===== src/rtl/mbx_vreg_pkg.sv =====
package mbx_vreg_pkg;

  // Register offsets inside the host window
  localparam int unsigned OFS_TRIG = 0;
  localparam int unsigned OFS_STAT = 1;
  localparam int unsigned OFS_PTRL = 2;
  localparam int unsigned OFS_PTRH = 3;
  localparam int unsigned OFS_DAT0 = 4;
  localparam int unsigned OFS_DAT1 = 5;
  localparam int unsigned OFS_VAL  = 6;
  localparam int unsigned OFS_VAH  = 7;
  localparam int unsigned OFS_ISRC = 8;

  // Codes
  localparam logic [7:0] ACC_RD = 8'h02;
  localparam logic [7:0] ACC_WR = 8'h03;
  localparam logic [7:0] CMD_GO = 8'h01;
  localparam logic [7:0] ST_OK  = 8'h01;
  localparam logic [7:0] CNT_ONE = 8'h01;

  // Mailbox byte positions of the packet
  localparam int unsigned HDR_TYPE_IDX = 0;
  localparam int unsigned HDR_CNT_IDX  = 1;
  localparam int unsigned ENTRY_IDX    = 4;

  typedef struct packed {
    logic [7:0] acc;
    logic [7:0] cnt;
    logic [7:0] data;
  } mbx_req_t;

endpackage


===== src/rtl/mbx_window.sv =====
module mbx_window
  import mbx_vreg_pkg::*;
#(
  parameter int unsigned MBX_BYTES = 8
) (
  input  logic        clk,
  input  logic        rst_n,
  input  logic        we_ptrl,
  input  logic        we_ptrh,
  input  logic        we_d0,
  input  logic        we_d1,
  input  logic [7:0]  wdata,
  input  logic        eng_we,
  input  logic [7:0]  eng_wdata,
  output logic [15:0] ptr,
  output logic [7:0]  rd_d0,
  output logic [7:0]  rd_d1,
  output logic [7:0]  hdr_acc,
  output logic [7:0]  hdr_cnt,
  output logic [7:0]  entry
);

  localparam int unsigned IW = $clog2(MBX_BYTES);

  logic [15:0]   ptr_q, ptr_d;
  logic [7:0]    mb_q [MBX_BYTES];
  logic [7:0]    mb_d [MBX_BYTES];
  logic [IW-1:0] idx0, idx1;

  assign idx0 = ptr_q[IW-1:0];
  assign idx1 = idx0 + 1'b1;

  always_comb begin
    ptr_d = ptr_q;
    if (we_ptrl) ptr_d[7:0]  = wdata;
    if (we_ptrh) ptr_d[15:8] = wdata;
  end

  always_comb begin
    for (int i = 0; i < int'(MBX_BYTES); i++) mb_d[i] = mb_q[i];
    if (we_d0) mb_d[idx0] = wdata;
    if (we_d1) mb_d[idx1] = wdata;
    // engine result has priority over a host write in the same cycle
    if (eng_we) mb_d[ENTRY_IDX] = eng_wdata;
  end

  always_ff @(posedge clk or negedge rst_n) begin
    if (!rst_n) begin
      ptr_q <= '0;
      for (int i = 0; i < int'(MBX_BYTES); i++) mb_q[i] <= '0;
    end else begin
      if (we_ptrl || we_ptrh) ptr_q <= ptr_d;
      if (we_d0 || we_d1 || eng_we) begin
        for (int i = 0; i < int'(MBX_BYTES); i++) mb_q[i] <= mb_d[i];
      end
    end
  end

  assign ptr     = ptr_q;
  assign rd_d0   = mb_q[idx0];
  assign rd_d1   = mb_q[idx1];
  assign hdr_acc = mb_q[HDR_TYPE_IDX];
  assign hdr_cnt = mb_q[HDR_CNT_IDX];
  assign entry   = mb_q[ENTRY_IDX];

endmodule


===== src/rtl/mbx_vreg_ram.sv =====
module mbx_vreg_ram #(
  parameter int unsigned DEPTH = 64,
  localparam int unsigned AW = $clog2(DEPTH)
) (
  input  logic          clk,
  input  logic          we,
  input  logic [AW-1:0] addr,
  input  logic [7:0]    wdata,
  output logic [7:0]    rdata
);

  logic [7:0] mem_q [DEPTH];

  always_ff @(posedge clk) begin
    if (we) mem_q[addr] <= wdata;
  end

  assign rdata = mem_q[addr];

endmodule


===== src/rtl/mbx_exec.sv =====
module mbx_exec
  import mbx_vreg_pkg::*;
#(
  parameter int unsigned LATENCY    = 20,
  parameter int unsigned VREG_DEPTH = 64,
  parameter logic [7:0]  ERR_CODE   = 8'h80,
  localparam int unsigned AW = $clog2(VREG_DEPTH)
) (
  input  logic          clk,
  input  logic          rst_n,
  input  logic          go,
  input  mbx_req_t      req,
  input  logic [AW-1:0] vidx,
  input  logic          stat_we,
  input  logic [7:0]    wdata,
  input  logic          isrc_clr,
  input  logic [7:0]    ram_rdata,
  output logic          busy,
  output logic          done,
  output logic [7:0]    status,
  output logic [7:0]    isrc,
  output logic [AW-1:0] ram_addr,
  output logic          ram_we,
  output logic [7:0]    ram_wdata,
  output logic          entry_we,
  output logic [7:0]    entry_wdata
);

  localparam int unsigned CW = (LATENCY > 1) ? $clog2(LATENCY) : 1;
  localparam logic [CW-1:0] CNT_LOAD = CW'(LATENCY - 1);

  mbx_req_t      req_q;
  logic [AW-1:0] vidx_q;
  logic [CW-1:0] cnt_q, cnt_d;
  logic          busy_q, busy_d;
  logic [7:0]    status_q, status_d;
  logic          irq_q, irq_d;
  logic          accept, valid;

  assign accept = go && !busy_q;
  assign done   = busy_q && (cnt_q == '0);
  assign valid  = ((req_q.acc == ACC_RD) || (req_q.acc == ACC_WR)) &&
                  (req_q.cnt == CNT_ONE);

  always_comb begin
    busy_d = busy_q;
    cnt_d  = cnt_q;
    if (accept) begin
      busy_d = 1'b1;
      cnt_d  = CNT_LOAD;
    end else if (done) begin
      busy_d = 1'b0;
    end else if (busy_q) begin
      cnt_d  = cnt_q - 1'b1;
    end
  end

  always_comb begin
    status_d = status_q;
    if (stat_we) status_d = status_q & ~wdata;
    if (accept)  status_d = 8'h00;
    if (done)    status_d = valid ? ST_OK : ERR_CODE;
    irq_d = irq_q;
    if (isrc_clr) irq_d = 1'b0;
    if (done)     irq_d = 1'b1;
  end

  always_ff @(posedge clk or negedge rst_n) begin
    if (!rst_n) begin
      busy_q   <= 1'b0;
      cnt_q    <= '0;
      status_q <= '0;
      irq_q    <= 1'b0;
      req_q    <= '0;
      vidx_q   <= '0;
    end else begin
      busy_q   <= busy_d;
      cnt_q    <= cnt_d;
      status_q <= status_d;
      irq_q    <= irq_d;
      if (accept) begin
        req_q  <= req;
        vidx_q <= vidx;
      end
    end
  end

  assign busy        = busy_q;
  assign status      = status_q;
  assign isrc        = {7'b0, irq_q};
  assign ram_addr    = vidx_q;
  assign ram_we      = done && valid && (req_q.acc == ACC_WR);
  assign ram_wdata   = req_q.data;
  assign entry_we    = done && valid && (req_q.acc == ACC_RD);
  assign entry_wdata = ram_rdata;

endmodule


===== src/rtl/mbx_vreg_engine.sv =====
module mbx_vreg_engine
  import mbx_vreg_pkg::*;
#(
  parameter int unsigned LATENCY    = 20,
  parameter int unsigned VREG_DEPTH = 64,
  parameter int unsigned MBX_BYTES  = 8,
  parameter logic [7:0]  ERR_CODE   = 8'h80
) (
  input  logic       clk,
  input  logic       rst_n,
  input  logic [3:0] io_addr,
  input  logic       io_wr,
  input  logic [7:0] io_wdata,
  output logic [7:0] io_rdata
);

  localparam int unsigned AW = $clog2(VREG_DEPTH);

  // reset: asserted asynchronously, released after two clock edges
  logic [1:0] rst_sync_q;
  logic       rst_sync_n;

  always_ff @(posedge clk or negedge rst_n) begin
    if (!rst_n) rst_sync_q <= 2'b00;
    else        rst_sync_q <= {rst_sync_q[0], 1'b1};
  end
  assign rst_sync_n = rst_sync_q[1];

  // write decode
  logic hit_trig, hit_stat, hit_ptrl, hit_ptrh, hit_d0, hit_d1, hit_val, hit_vah, hit_isrc;
  assign hit_trig = io_wr && (io_addr == 4'(OFS_TRIG));
  assign hit_stat = io_wr && (io_addr == 4'(OFS_STAT));
  assign hit_ptrl = io_wr && (io_addr == 4'(OFS_PTRL));
  assign hit_ptrh = io_wr && (io_addr == 4'(OFS_PTRH));
  assign hit_d0   = io_wr && (io_addr == 4'(OFS_DAT0));
  assign hit_d1   = io_wr && (io_addr == 4'(OFS_DAT1));
  assign hit_val  = io_wr && (io_addr == 4'(OFS_VAL));
  assign hit_vah  = io_wr && (io_addr == 4'(OFS_VAH));
  assign hit_isrc = io_wr && (io_addr == 4'(OFS_ISRC));

  logic go;
  assign go = hit_trig && (io_wdata == CMD_GO);

  // virtual register address
  logic [15:0] vaddr_q, vaddr_d;

  always_comb begin
    vaddr_d = vaddr_q;
    if (hit_val) vaddr_d[7:0]  = io_wdata;
    if (hit_vah) vaddr_d[15:8] = io_wdata;
  end

  always_ff @(posedge clk or negedge rst_sync_n) begin
    if (!rst_sync_n)          vaddr_q <= '0;
    else if (hit_val || hit_vah) vaddr_q <= vaddr_d;
  end

  // interconnect
  logic [15:0]   ptr;
  logic [7:0]    rd_d0, rd_d1, hdr_acc, hdr_cnt, entry;
  logic          busy, done;
  logic [7:0]    status, isrc;
  logic [AW-1:0] ram_addr;
  logic          ram_we, entry_we;
  logic [7:0]    ram_wdata, ram_rdata, entry_wdata;
  mbx_req_t      req;

  assign req = '{acc: hdr_acc, cnt: hdr_cnt, data: entry};

  mbx_window #(.MBX_BYTES(MBX_BYTES)) u_window (
    .clk       (clk),
    .rst_n     (rst_sync_n),
    .we_ptrl   (hit_ptrl),
    .we_ptrh   (hit_ptrh),
    .we_d0     (hit_d0),
    .we_d1     (hit_d1),
    .wdata     (io_wdata),
    .eng_we    (entry_we),
    .eng_wdata (entry_wdata),
    .ptr       (ptr),
    .rd_d0     (rd_d0),
    .rd_d1     (rd_d1),
    .hdr_acc   (hdr_acc),
    .hdr_cnt   (hdr_cnt),
    .entry     (entry)
  );

  mbx_exec #(
    .LATENCY   (LATENCY),
    .VREG_DEPTH(VREG_DEPTH),
    .ERR_CODE  (ERR_CODE)
  ) u_exec (
    .clk         (clk),
    .rst_n       (rst_sync_n),
    .go          (go),
    .req         (req),
    .vidx        (vaddr_q[AW-1:0]),
    .stat_we     (hit_stat),
    .wdata       (io_wdata),
    .isrc_clr    (hit_isrc && io_wdata[0]),
    .ram_rdata   (ram_rdata),
    .busy        (busy),
    .done        (done),
    .status      (status),
    .isrc        (isrc),
    .ram_addr    (ram_addr),
    .ram_we      (ram_we),
    .ram_wdata   (ram_wdata),
    .entry_we    (entry_we),
    .entry_wdata (entry_wdata)
  );

  mbx_vreg_ram #(.DEPTH(VREG_DEPTH)) u_ram (
    .clk   (clk),
    .we    (ram_we),
    .addr  (ram_addr),
    .wdata (ram_wdata),
    .rdata (ram_rdata)
  );

  // side-effect-free read mux
  always_comb begin
    unique case (io_addr)
      4'(OFS_TRIG): io_rdata = {7'b0, busy};
      4'(OFS_STAT): io_rdata = status;
      4'(OFS_PTRL): io_rdata = ptr[7:0];
      4'(OFS_PTRH): io_rdata = ptr[15:8];
      4'(OFS_DAT0): io_rdata = rd_d0;
      4'(OFS_DAT1): io_rdata = rd_d1;
      4'(OFS_VAL):  io_rdata = vaddr_q[7:0];
      4'(OFS_VAH):  io_rdata = vaddr_q[15:8];
      4'(OFS_ISRC): io_rdata = isrc;
      default:      io_rdata = 8'h00;
    endcase
  end

endmodule


===== config.mk =====
export PLATFORM = sky130hd
export DESIGN_NAME = mbx_vreg_engine
export DESIGN_NICKNAME = d
export VERILOG_FILES = /design/src/rtl/mbx_vreg_pkg.sv /design/src/rtl/mbx_window.sv /design/src/rtl/mbx_vreg_ram.sv /design/src/rtl/mbx_exec.sv /design/src/rtl/mbx_vreg_engine.sv
export SDC_FILE = /design/constraint.sdc
export NUM_CORES = 1
export LEC_CHECK = 0
export ABC_AREA = 1
export BUFFER_PORTS_ARGS = -buffer_cell sky130_fd_sc_hd__buf_2
export CORE_ASPECT_RATIO = 1.5
export CORE_MARGIN = 10
export CORE_UTILIZATION = 40
export DETAILED_ROUTE_END_ITERATION = 16
export GPL_ROUTABILITY_DRIVEN = 1
export PLACE_DENSITY = 0.53
export SKIP_LAST_GASP = 1
export SLEW_MARGIN = 20
export SYNTH_ARGS = -nofsm -noshare
export SYNTH_HDL_FRONTEND = slang
export SYNTH_SLANG_ARGS = --single-unit

===== constraint.sdc =====
create_clock -name clk -period 4.7 [get_ports clk]
set_clock_uncertainty 0.1 [all_clocks]
set_input_delay 0 -clock clk [delete_from_list [all_inputs] [get_ports clk]]
set_output_delay 0 -clock clk [all_outputs]
set_load 0.01 [all_outputs]

==> results of run 1 <==
-- cells in the final DEF (no fill, tap or decap), types with 25 or more instances in the layout --
cell type / count
a21oi_1: 30
clkbuf_16: 71
edfxtp_1: 512
buf_4: 25
nand2_1: 722
or2_2: 33
dfrtp_1: 133
nor2_1: 280
nand3_1: 140
o211ai_1: 112
o21ai_0: 191
inv_1: 395
-- final timing paths --
kind | from | to | slack (ns) | depth (start not counted)
max in group asynchronous | rst_sync_q[1] | u_exec.ram_addr[0] | 3.39 | 1
setup reg to reg | u_exec.cnt_q[0] | u_ram.mem_q[25][5] | 1.19 | 8
hold / removal | rst_n | rst_sync_q[1] | 0.14 | 3
min in group clk | io_wdata[1] | u_window.mb_q[33] | 0.16 | 4
setup / recovery | u_window.ptr[0] | io_rdata[7] | 0.98 | 8
hold reg to reg | rst_sync_q[1] | u_window.ptr[7] | 0.23 | 0
-- report_power, final --
group / switching (W) / internal (W)
registers: 0.000243 / 0.00644
clock network: 0.00225 / 0.00315
logic: 0.000633 / 0.000287
-- synth_stat cells, types with 2 or more instances --
master and number:
a21oi_1 30, o211ai_1 112, edfxtp_1 512, buf_6 10, buf_2 81, buf_4 2, clkbuf_1 21, nor3_1 11
nor2_1 283, dfrtp_1 143, nand4_1 20, a211oi_1 4, nand2_1 723, a22o_4 5, o22ai_1 19, nand2_2 2
o21ai_1 12, nor2_2 3, nor3_2 4, nand3b_1 2, inv_1 395, nand3_1 141, a221oi_1 3, o21ai_0 191
a22oi_1 5, ha_1 2, nor3_4 8, clkinv_1 4, a22o_2 2, or2_2 33, inv_2 2
-- state kept, by name (all words and copies together), names as in the netlist --
| signal | cells |
|---|---|
| u_exec.req_q | 16 |
| u_window.mb_q | 40 |
| u_exec.irq_q | 1 |
| u_window.hdr_cnt | 8 |
| vaddr_q | 16 |
| u_window.entry | 8 |
| rst_sync_q | 2 |
| u_exec.status | 8 |
| u_exec.cnt_q | 5 |
| u_exec.busy | 1 |
| u_window.hdr_acc | 8 |
| u_ram.mem_q | 512 |
| u_window.ptr | 16 |
| u_exec.ram_wdata | 8 |
| u_exec.ram_addr | 6 |
-- stage by stage --
stage	utilization (%)	hold WS [ns]	std cells	total power [W]
5_1_grt	44.8	0.154	3782	0.0135
2_1_floorplan	-	-0.396	2798	0.00730
3_3_place_gp	41.5	-0.314	3647	0.00769
3_5_place_dp	41.5	-0.311	3647	0.00770
4_1_cts	44.8	0.116	3782	0.0131
6_report	44.8	0.141	3782	0.0130
-- cells by family after synthesis --
group	share of synthesized area [%]
flops	66.2
other cells	0.0131
fa+ha+maj	0.0874
buf+inv	7.43
compound gates	8.25
simple gates	18.0
-- per-layer routing --
metal | routed length, microns | share of wire [%]
met1 | 31400 | 37
met2 | 44300 | 52
met3 | 3760 | 4.4
met4 | 5480 | 6.4
met5 | 0 | 0
-- layout make-up --
type                    instances  area, sq um  area share, %
clock buffers                  94         1880           5.89
clock inverters                28          332           1.04
inverters                     402         1510           4.75
multi-input cells            1626         7560           23.7
flip-flops and latches        655        19000           59.5
well taps                     915         1140           3.59
repair buffers                 62          468           1.47
-- timing repair --
action	CTS	global route
setup buffers	0	0
hold buffers	13	0
endpoints found under the hold margin	101	0
setup endpoints to repair	0	0
-- worst max-delay path, delay by kind of cell, from the launching register on --
| kind | cells | cell delay (ns) |
|---|---|---|
| AO/OA/AOI/OAI | 1 | 0.12 |
| buffers and inverters | 2 | 0.65 |
| flip-flops | 1 | 0.98 |
| AND/OR/NAND/NOR | 5 | 1.24 |
==> impl_metrics.csv, run 1 <==
group,metric,value,unit
placed_design,place_area,0.0295,sq mm
die,initial_core_util,40.2,%
clocking,numCtsBuffers,67,
clocking,cts_buffer_depth,3,
critical_path,slowest_delay,0.98,ns
timing,clock.fmax,269,MHz
timing,fin_ws,0.981,ns
critical_path,crit_chain,"inv_1 > nand3_1 > o22ai_1 > nor3_1 > nand2_1 > nand2_1 > nand3_1 > buf_2",
timing,final-hold-violation-count,0,
min_path,hp-class,"input pin to asynchronous set/reset pin",
clocking,root_buffer,"clkbuf_16",
final_layout,nets,2831,
yosys,syn_nets,2815,
clocking,insertion_delay,0.62,ns
critical_path,end_kind,"primary output",
yosys,synth_top_area_share,53.7,%
detailed_routing,wire_per_inst,22.5,microns
die,coreArea,0.0712,sq mm
die,chipHeight,348,microns
detailed_routing,firstDrtPassIters,6,
timing,setup_violations,0,
yosys,synth_seq_cells,655,
critical_path,start_kind,"flop",
timing,worst_slew_pin_slew,1.20,ns
yosys,synth.yosys.warnings,0,
placed_design,dp.final_hpwl,55500,microns
die,die_area,0.0828,sq mm
grt,grt_util_met1,22.3,%
timing,timing.final.crit_share,79.1,%
detailed_routing,drc,0,
final_layout,layout-drive-gt1-share,7.74,%
yosys,async_flop_share,21.8,%
placed_design,pre_cts_ws,1.18,ns
yosys,synthTopCellsByArea,"edfxtp_1 54%, dfrtp_1 13%, nand2_1 9.5%",
critical_path,critPathArrivalTime,3.62,ns
grt,grt_max_degree,233,
yosys,ys_types,44,
clocking,numClockSinks,655,
yosys,syn_avg_cell_area,10.2,sq um
detailed_routing,drt_iter0_markers,1243,
yosys,synthFlopType,"edfxtp_1",
final_layout,final_cell_area,0.0319,sq mm
yosys,synth_edf_count,512,
timing,slew_headroom,20.2,%
grt,grtUsageTotal,20.5,%
die,fp-row-count,120,
final_layout,fillers,6768,
run,maxCapViolCount,0,
critical_path,critPathRequiredTime,4.60,ns
final_layout,antennaDiodeCount,0,
detailed_routing,vias,19786,
grt,antenna_found_initial,0,
pwr,leakage,13.0,nW
yosys,netlist_area,0.0286,sq mm
yosys,syn-instance-count,2798,
grt,grt_pass1_wl,126000,microns
pwr,vdd_drop_max,254,uV
grt,grt_util_met2,37.2,%
grt,grt_pass1_vias,20201,
clocking,htree_levels,3,
placed_design,gp_congestion,0.967,
timing,tns,0,ns
die,io_pins,23,
timing,drv_slew,0,
pwr,power_density,408,mW/mm^2
timing,rsz0062_at_grt,"no",
placed_design,port_buffers,22,
clocking,clkTransAtPathRegs,0.06,ns
outcome,status,"completed",
grt,grt-busiest-layer,"met2",
timing,fin_crit,3.72,ns
grt,use_met3,2.29,%
clocking,cts_tree,"yes",
detailed_routing,drt-total-wl,85000,microns
detailed_routing,drt-vias-per-instance,5.23,
final_layout,syn_to_final_growth,11.4,%
die,fp.dieW,238,microns
critical_path,worstSetupPathType,"flop to primary output",
grt,grt_overflow,0,
clocking,ctsResizeCount,0,
yosys,synth_seq_area_share,66.2,%
critical_path,crit_slowest_cell,"dfrtp_1",
critical_path,critPathMaxFanout,21,
detailed_routing,ant_nets,0,
yosys,yosysTopAreaCell,"edfxtp_1",
(Power assumes the default switching activity.)
==> inputs of run 2 (changes only) <==
--- a/config.mk
+++ b/config.mk
@@ -12,7 +12,7 @@
 export CORE_UTILIZATION = 40
 export DETAILED_ROUTE_END_ITERATION = 16
 export GPL_ROUTABILITY_DRIVEN = 1
-export PLACE_DENSITY = 0.53
+export PLACE_DENSITY = 0.55
 export SKIP_LAST_GASP = 1
 export SLEW_MARGIN = 20
 export SYNTH_ARGS = -nofsm -noshare
==> constraint.sdc (replaced) <==
create_clock -name clk -period 3 [get_ports clk]
set_clock_uncertainty 0.1 [all_clocks]
set_input_delay 0 -clock clk [delete_from_list [all_inputs] [get_ports clk]]
set_output_delay 0 -clock clk [all_outputs]
set_load 0.01 [all_outputs]
==> impl_metrics.csv, run 2 (same netlist as run 1, synthesis figures left out) <==
group,metric,value,unit
critical_path,critPathRequiredTime,2.90,ns
final_layout,multi_input_area,0.00756,sq mm
critical_path,r2r-end,"u_ram.mem_q[47][2]",
die,initial_core_util,40.2,%
clocking,numClockSinks,655,
critical_path,critPathArrivalTime,2.79,ns
timing,whs,0.141,ns
die,chipHeight,348,microns
die,coreArea,0.0712,sq mm
die,fp.dieW,238,microns
detailed_routing,drt-vias-per-instance,5.15,
timing,fin_ws,0.113,ns
detailed_routing,ant_nets,0,
grt,grt_max_degree,100,
detailed_routing,vias,20052,
final_layout,largestRegisters,"u_ram.mem_q (512), u_window.mb_q (40)",
timing,rsz0062_at_grt,"yes",
final_layout,largest_register,"u_ram.mem_q",
grt,grtUsageTotal,20.4,%
clocking,clkTransAtPathRegs,0.06,ns
grt,antenna_found_initial,0,
timing,timing.final.crit_share,96.2,%
final_layout,fillers,6561,
final_layout,final_cell_mix,"723 x nand2_1, 512 x edfxtp_1, 395 x inv_1, 280 x nor2_1, 191 x o21ai_0",
critical_path,critPathMaxFanout,8,
timing,setup_violations,0,
timing,worst_slew_pin_slew,1.16,ns
critical_path,timing.rr.start,"u_exec.cnt_q[0]",
grt,grt_pass1_wl,126000,microns
placed_design,gp_congestion,0.963,
critical_path,rr_worst_depth,11,
clocking,numCtsBuffers,67,
placed_design,port_buffers,22,
timing,fin_crit,2.89,ns
final_layout,nets,2947,
run,maxCapViolCount,0,
critical_path,rrSetupSlack,0.30,ns
pwr,power_density,621,mW/mm^2
timing,clock.fmax,346,MHz
final_layout,antennaDiodeCount,0,
die,die_area,0.0828,sq mm
final_layout,final_core_util,46.4,%
placed_design,dp.final_hpwl,57300,microns
final_layout,register_area,0.0190,sq mm
grt,grt_pass1_vias,20535,
clocking,root_buffer,"clkbuf_16",
min_path,hp-class,"input pin to asynchronous set/reset pin",
clocking,cts_tree,"yes",
clocking,insertion_delay,0.62,ns
timing,drv_slew,0,
timing,slew_headroom,22.9,%
grt,grt_overflow,0,
final_layout,syn_to_final_growth,15.3,%
timing,final-hold-violation-count,0,
clocking,cts_buffer_depth,3,
detailed_routing,firstDrtPassIters,5,
detailed_routing,drt-total-wl,84300,microns
pwr,vdd_drop_max,383,uV
die,io_pins,23,
outcome,status,"completed",
final_layout,final_common_cell,"nand2_1",
clocking,htree_levels,3,
detailed_routing,wire_per_inst,21.6,microns
die,fp-row-count,120,
detailed_routing,drt_iter0_markers,1743,
critical_path,worstSetupPathType,"flop to primary output",
critical_path,end_kind,"primary output",
final_layout,layout-drive-gt1-share,11.4,%
pwr,leakage,13.7,nW
critical_path,start_kind,"flop",
detailed_routing,drc,0,
placed_design,pre_cts_ws,0.285,ns
pwr,power,0.0205,W
final_layout,largest_reg_flops,512,
-- run 2: cell count changes in the layout (fill, tap and decap cells not counted), sizes merged --
| cell | before | now |
|---|---|---|
| inv | 403 | 404 |
| clkbuf | 94 | 86 |
| buf | 49 | 162 |
| dlygate4sd3 | 13 | 16 |
| clkinv | 20 | 22 |
| clkinvlp | 1 | 4 |
-- run 2: where the power goes --
group	total [W]	switching, W	internal [W]
Combinational	0.00155	0.00103	0.000521
Clock	0.00844	0.00352	0.00492
Sequential	0.0105	0.000420	0.0101
Total	0.0205	0.00497	0.0155
-- run 2: worst max path at each step --
stage,start,end,slack (ns),depth (start not counted)
final,u_window.ptr[0],io_rdata[0],0.11,8
after global placement,u_exec.cnt_q[0],u_ram.mem_q[63][4],0.34,11
after global routing,u_window.ptr[0],io_rdata[0],-0.02,8
after floorplan,rst_sync_q[1],u_exec.busy,0.53,0
after CTS,u_window.ptr[2],io_rdata[0],0.09,9
after detailed placement,u_exec.cnt_q[0],u_ram.mem_q[63][6],0.28,11
-- run 2: routing by layer --
layer | vias to the layer above | GRT usage [%] | part of all wire [%]
met5 | - | 0 | 0
met4 | 0 | 12.9 | 6.1
met3 | 196 | 2.79 | 4.3
met2 | 619 | 36.7 | 52
met1 | 9718 | 22.2 | 38
li1 | 9519 | - | -
-- run 2: final cells by class --
cell class / count / area share (%)
sequential: 655 / 57.5
multi-input combinational: 1626 / 22.9
clock buffer: 86 / 5.61
timing repair buffer: 178 / 4.84
inverter: 402 / 4.59
tap: 915 / 3.47
clock inverter: 34 / 1.10
-- run 2: critical path, cell delays in order, from the launching register on --
cell and delay, ns:
dfrtp_1 0.42, ha_2 0.50, inv_4 0.12, nor3_4 0.45
nand2_1 0.12, nand4_1 0.12, o21ai_0 0.16, nand3_1 0.13
buf_2 0.15
-- run 2: repair_timing --
action / CTS / global route
pin swaps: 3 / 3
hold buffers: 16 / 0
buffers inserted: 0 / 3
setup endpoints to repair: 5 / 7
endpoints found under the hold margin: 102 / 0
gates resized for setup: 1 / 1
-- run 2: stage by stage --
stage,instance area (sq um),cells,setup TNS (ns)
2_1_floorplan,28600,2798,0
3_3_place_gp,30600,3757,0
3_5_place_dp,30600,3757,0
4_1_cts,32900,3893,0
5_1_grt,33000,3896,-0.0201
6_report,33000,3896,0
==> inputs of run 3 (changes only) <==
--- a/config.mk
+++ b/config.mk
@@ -8,13 +8,13 @@
 export ABC_AREA = 1
 export BUFFER_PORTS_ARGS = -buffer_cell sky130_fd_sc_hd__buf_2
 export CORE_ASPECT_RATIO = 1.5
-export CORE_MARGIN = 10
-export CORE_UTILIZATION = 40
+export CORE_MARGIN = 8
+export CORE_UTILIZATION = 50
 export DETAILED_ROUTE_END_ITERATION = 16
 export GPL_ROUTABILITY_DRIVEN = 1
-export PLACE_DENSITY = 0.55
+export PLACE_DENSITY = 0.66
 export SKIP_LAST_GASP = 1
-export SLEW_MARGIN = 20
+export SLEW_MARGIN = 25
 export SYNTH_ARGS = -nofsm -noshare
 export SYNTH_HDL_FRONTEND = slang
 export SYNTH_SLANG_ARGS = --single-unit
==> impl_metrics.csv, run 3 (same netlist as run 1, synthesis figures left out) <==
group,metric,value,unit
outcome,status,"finished with violations",
outcome,violations,"negative setup slack",
die,initial_core_util,50.5,%
timing,tns,-0.0119,ns
clocking,clkTransAtPathRegs,0.07,ns
detailed_routing,top_layer,"met4",
final_layout,final_common_cell,"nand2_1",
die,chipHeight,309,microns
detailed_routing,drc,0,
critical_path,start_kind,"flop",
die,fp-row-count,107,
grt,grtUsageTotal,23.8,%
timing,worst_slew_pin_slew,0.961,ns
timing,fin_ws,-0.0119,ns
critical_path,timing.rr.start,"u_exec.ram_addr[0]",
clocking,cts_buffer_depth,3,
final_layout,final_cell_mix,"722 x nand2_1, 512 x edfxtp_1, 395 x inv_1, 280 x nor2_1, 191 x o21ai_0",
detailed_routing,firstDrtPassIters,6,
detailed_routing,drt_iter0_markers,1791,
die,io_pins,23,
pwr,leakage,13.6,nW
detailed_routing,wl_met3,4090,microns
critical_path,crit_slowest_cell,"o22ai_1",
run,maxCapViolCount,0,
pwr,clkPwrFrac,39.3,%
critical_path,crit_chain,"inv_1 > nand3_1 > o22ai_1 > nor3_1 > nand2_1 > nand2_1 > nand3_1 > buf_2",
min_path,holdCritStartpoint,"io_addr[0]",
clocking,htree_levels,2,
pwr,p_int,0.0150,W
critical_path,rrSetupSlack,0.20,ns
die,fp.dieW,211,microns
clocking,numClockSinks,655,
timing,slew_headroom,35.9,%
detailed_routing,wire_per_inst,20.9,microns
timing,setup_violations,1,
critical_path,critPathArrivalTime,2.91,ns
pwr,power_switching,0.00469,W
critical_path,crit_family,"simple AND/OR/NAND/NOR gates",
final_layout,antennaDiodeCount,0,
final_layout,nets,2935,
critical_path,setup.worst_path.start,"u_window.ptr[0]",
grt,grt_overflow,0,
placed_design,dp.final_hpwl,52600,microns
clocking,ctsResizeCount,0,
final_layout,largest_register,"u_ram.mem_q",
grt,grt_pass1_wl,118000,microns
critical_path,critPathMaxFanout,8,
critical_path,path_buf_inv,2,
placed_design,place_area,0.0303,sq mm
min_path,min_path_cells,6,
final_layout,final_cell_area,0.0325,sq mm
placed_design,gp_congestion,0.978,
detailed_routing,drt-vias-per-instance,5.42,
clocking,numCtsBuffers,60,
timing,drv_slew,0,
detailed_routing,drt-total-wl,77900,microns
critical_path,end_kind,"primary output",
detailed_routing,vias,20221,
placed_design,port_buffers,22,
detailed_routing,wl_met2,40000,microns
grt,grt_max_degree,150,
final_layout,syn_to_final_growth,13.6,%
final_layout,largestRegisters,"u_ram.mem_q (512), u_window.mb_q (40)",
pwr,pwr-share-seq,53.0,%
pwr,p_comb_share,7.7,%
final_layout,layout-drive-gt1-share,11.0,%
critical_path,r2r-end,"u_window.entry[1]",
grt,grt_pass1_vias,19935,
critical_path,critPathRequiredTime,2.90,ns
timing,timing.final.crit_share,100,%
min_path,holdPathEnd,"u_exec.ram_wdata[7]",
min_path,hp-class,"input pin to flop",
detailed_routing,ant_nets,0,
timing,clock.fmax,332,MHz
critical_path,rr_worst_depth,11,
critical_path,slowest_delay,0.56,ns
critical_path,worstSetupPathType,"flop to primary output",
clocking,insertion_delay,0.61,ns
clocking,root_buffer,"clkbuf_16",
timing,whs,0.136,ns
final_layout,fillers,4793,
die,coreArea,0.0566,sq mm
pwr,power_density,607,mW/mm^2
timing,final-hold-violation-count,0,
clocking,cts_tree,"yes",
die,die_area,0.0653,sq mm
final_layout,multi_input_area,0.00756,sq mm
final_layout,register_area,0.0190,sq mm
pwr,vdd_drop_max,470,uV
detailed_routing,wl_met1,28400,microns
timing,fin_crit,3.01,ns
pwr,switching_share,23.8,%
grt,antenna_found_initial,1,
final_layout,largest_reg_flops,512,
pwr,power,0.0197,W
-- run 3: changes by cell type in the layout (fill, tap and decap cells not counted), moves of 4 or more --
cell       change
buf_12         -5
clkbuf_16      -8
clkbuf_8       +5
inv_6          -4
-- run 3: how the worst max path moves through the flow --
stage | to | depth (start not counted)
after floorplan | u_exec.busy | 0
after global placement | u_ram.mem_q[62][3] | 10
after detailed placement | u_ram.mem_q[62][4] | 10
after CTS | io_rdata[7] | 8
after global routing | io_rdata[3] | 6
final | io_rdata[7] | 8
-- run 3: routing by layer --
metal	global-route usage [%]	up-vias
li1	-	9495
met1	26.9	9833
met4	14.6	0
met2	42.8	670
met5	0	-
met3	2.66	223
-- run 3: area by class of cell --
class | count | area share, %
clock buffer | 86 | 5.33
clock inverter | 25 | 0.832
inverter | 402 | 4.66
multi-input combinational | 1626 | 23.3
sequential | 655 | 58.4
tap | 763 | 2.94
timing repair buffer | 173 | 4.60
-- run 3: worst register-to-register path, delay by kind of cell (launching register included) --
kind | cells | cell delay [ns]
flops | 1 | 0.53
compound gates | 1 | 0.34
simple gates | 8 | 1.11
buf+inv | 2 | 0.62
-- run 3: what timing repair did --
action	4_1_cts	5_1_grt
hold buffers	15	0
buffers inserted	0	6
setup endpoints to repair	5	8
endpoints found under the hold margin	106	0
pin swaps	4	5
-- run 3: per-stage QoR --
stage               setup slack, ns  std cells  utilization [%]
finish                      -0.0119       3730             57.4
global route               -0.00830       3730             57.4
CTS                          0.0158       3724             57.2
detailed placement            0.178       3598             53.4
global placement              0.219       3598             53.4
floorplan                     0.526       2798                -
-- run 3: power groups by stage --
stage          combinational (W)  clock [W]  sequential, W
6_report                 0.00153    0.00775         0.0105
5_1_grt                  0.00168    0.00820         0.0105
4_1_cts                  0.00147    0.00788         0.0104
3_5_place_dp             0.00145          0         0.0106
3_3_place_gp             0.00143          0         0.0106
2_1_floorplan           0.000946          0         0.0105
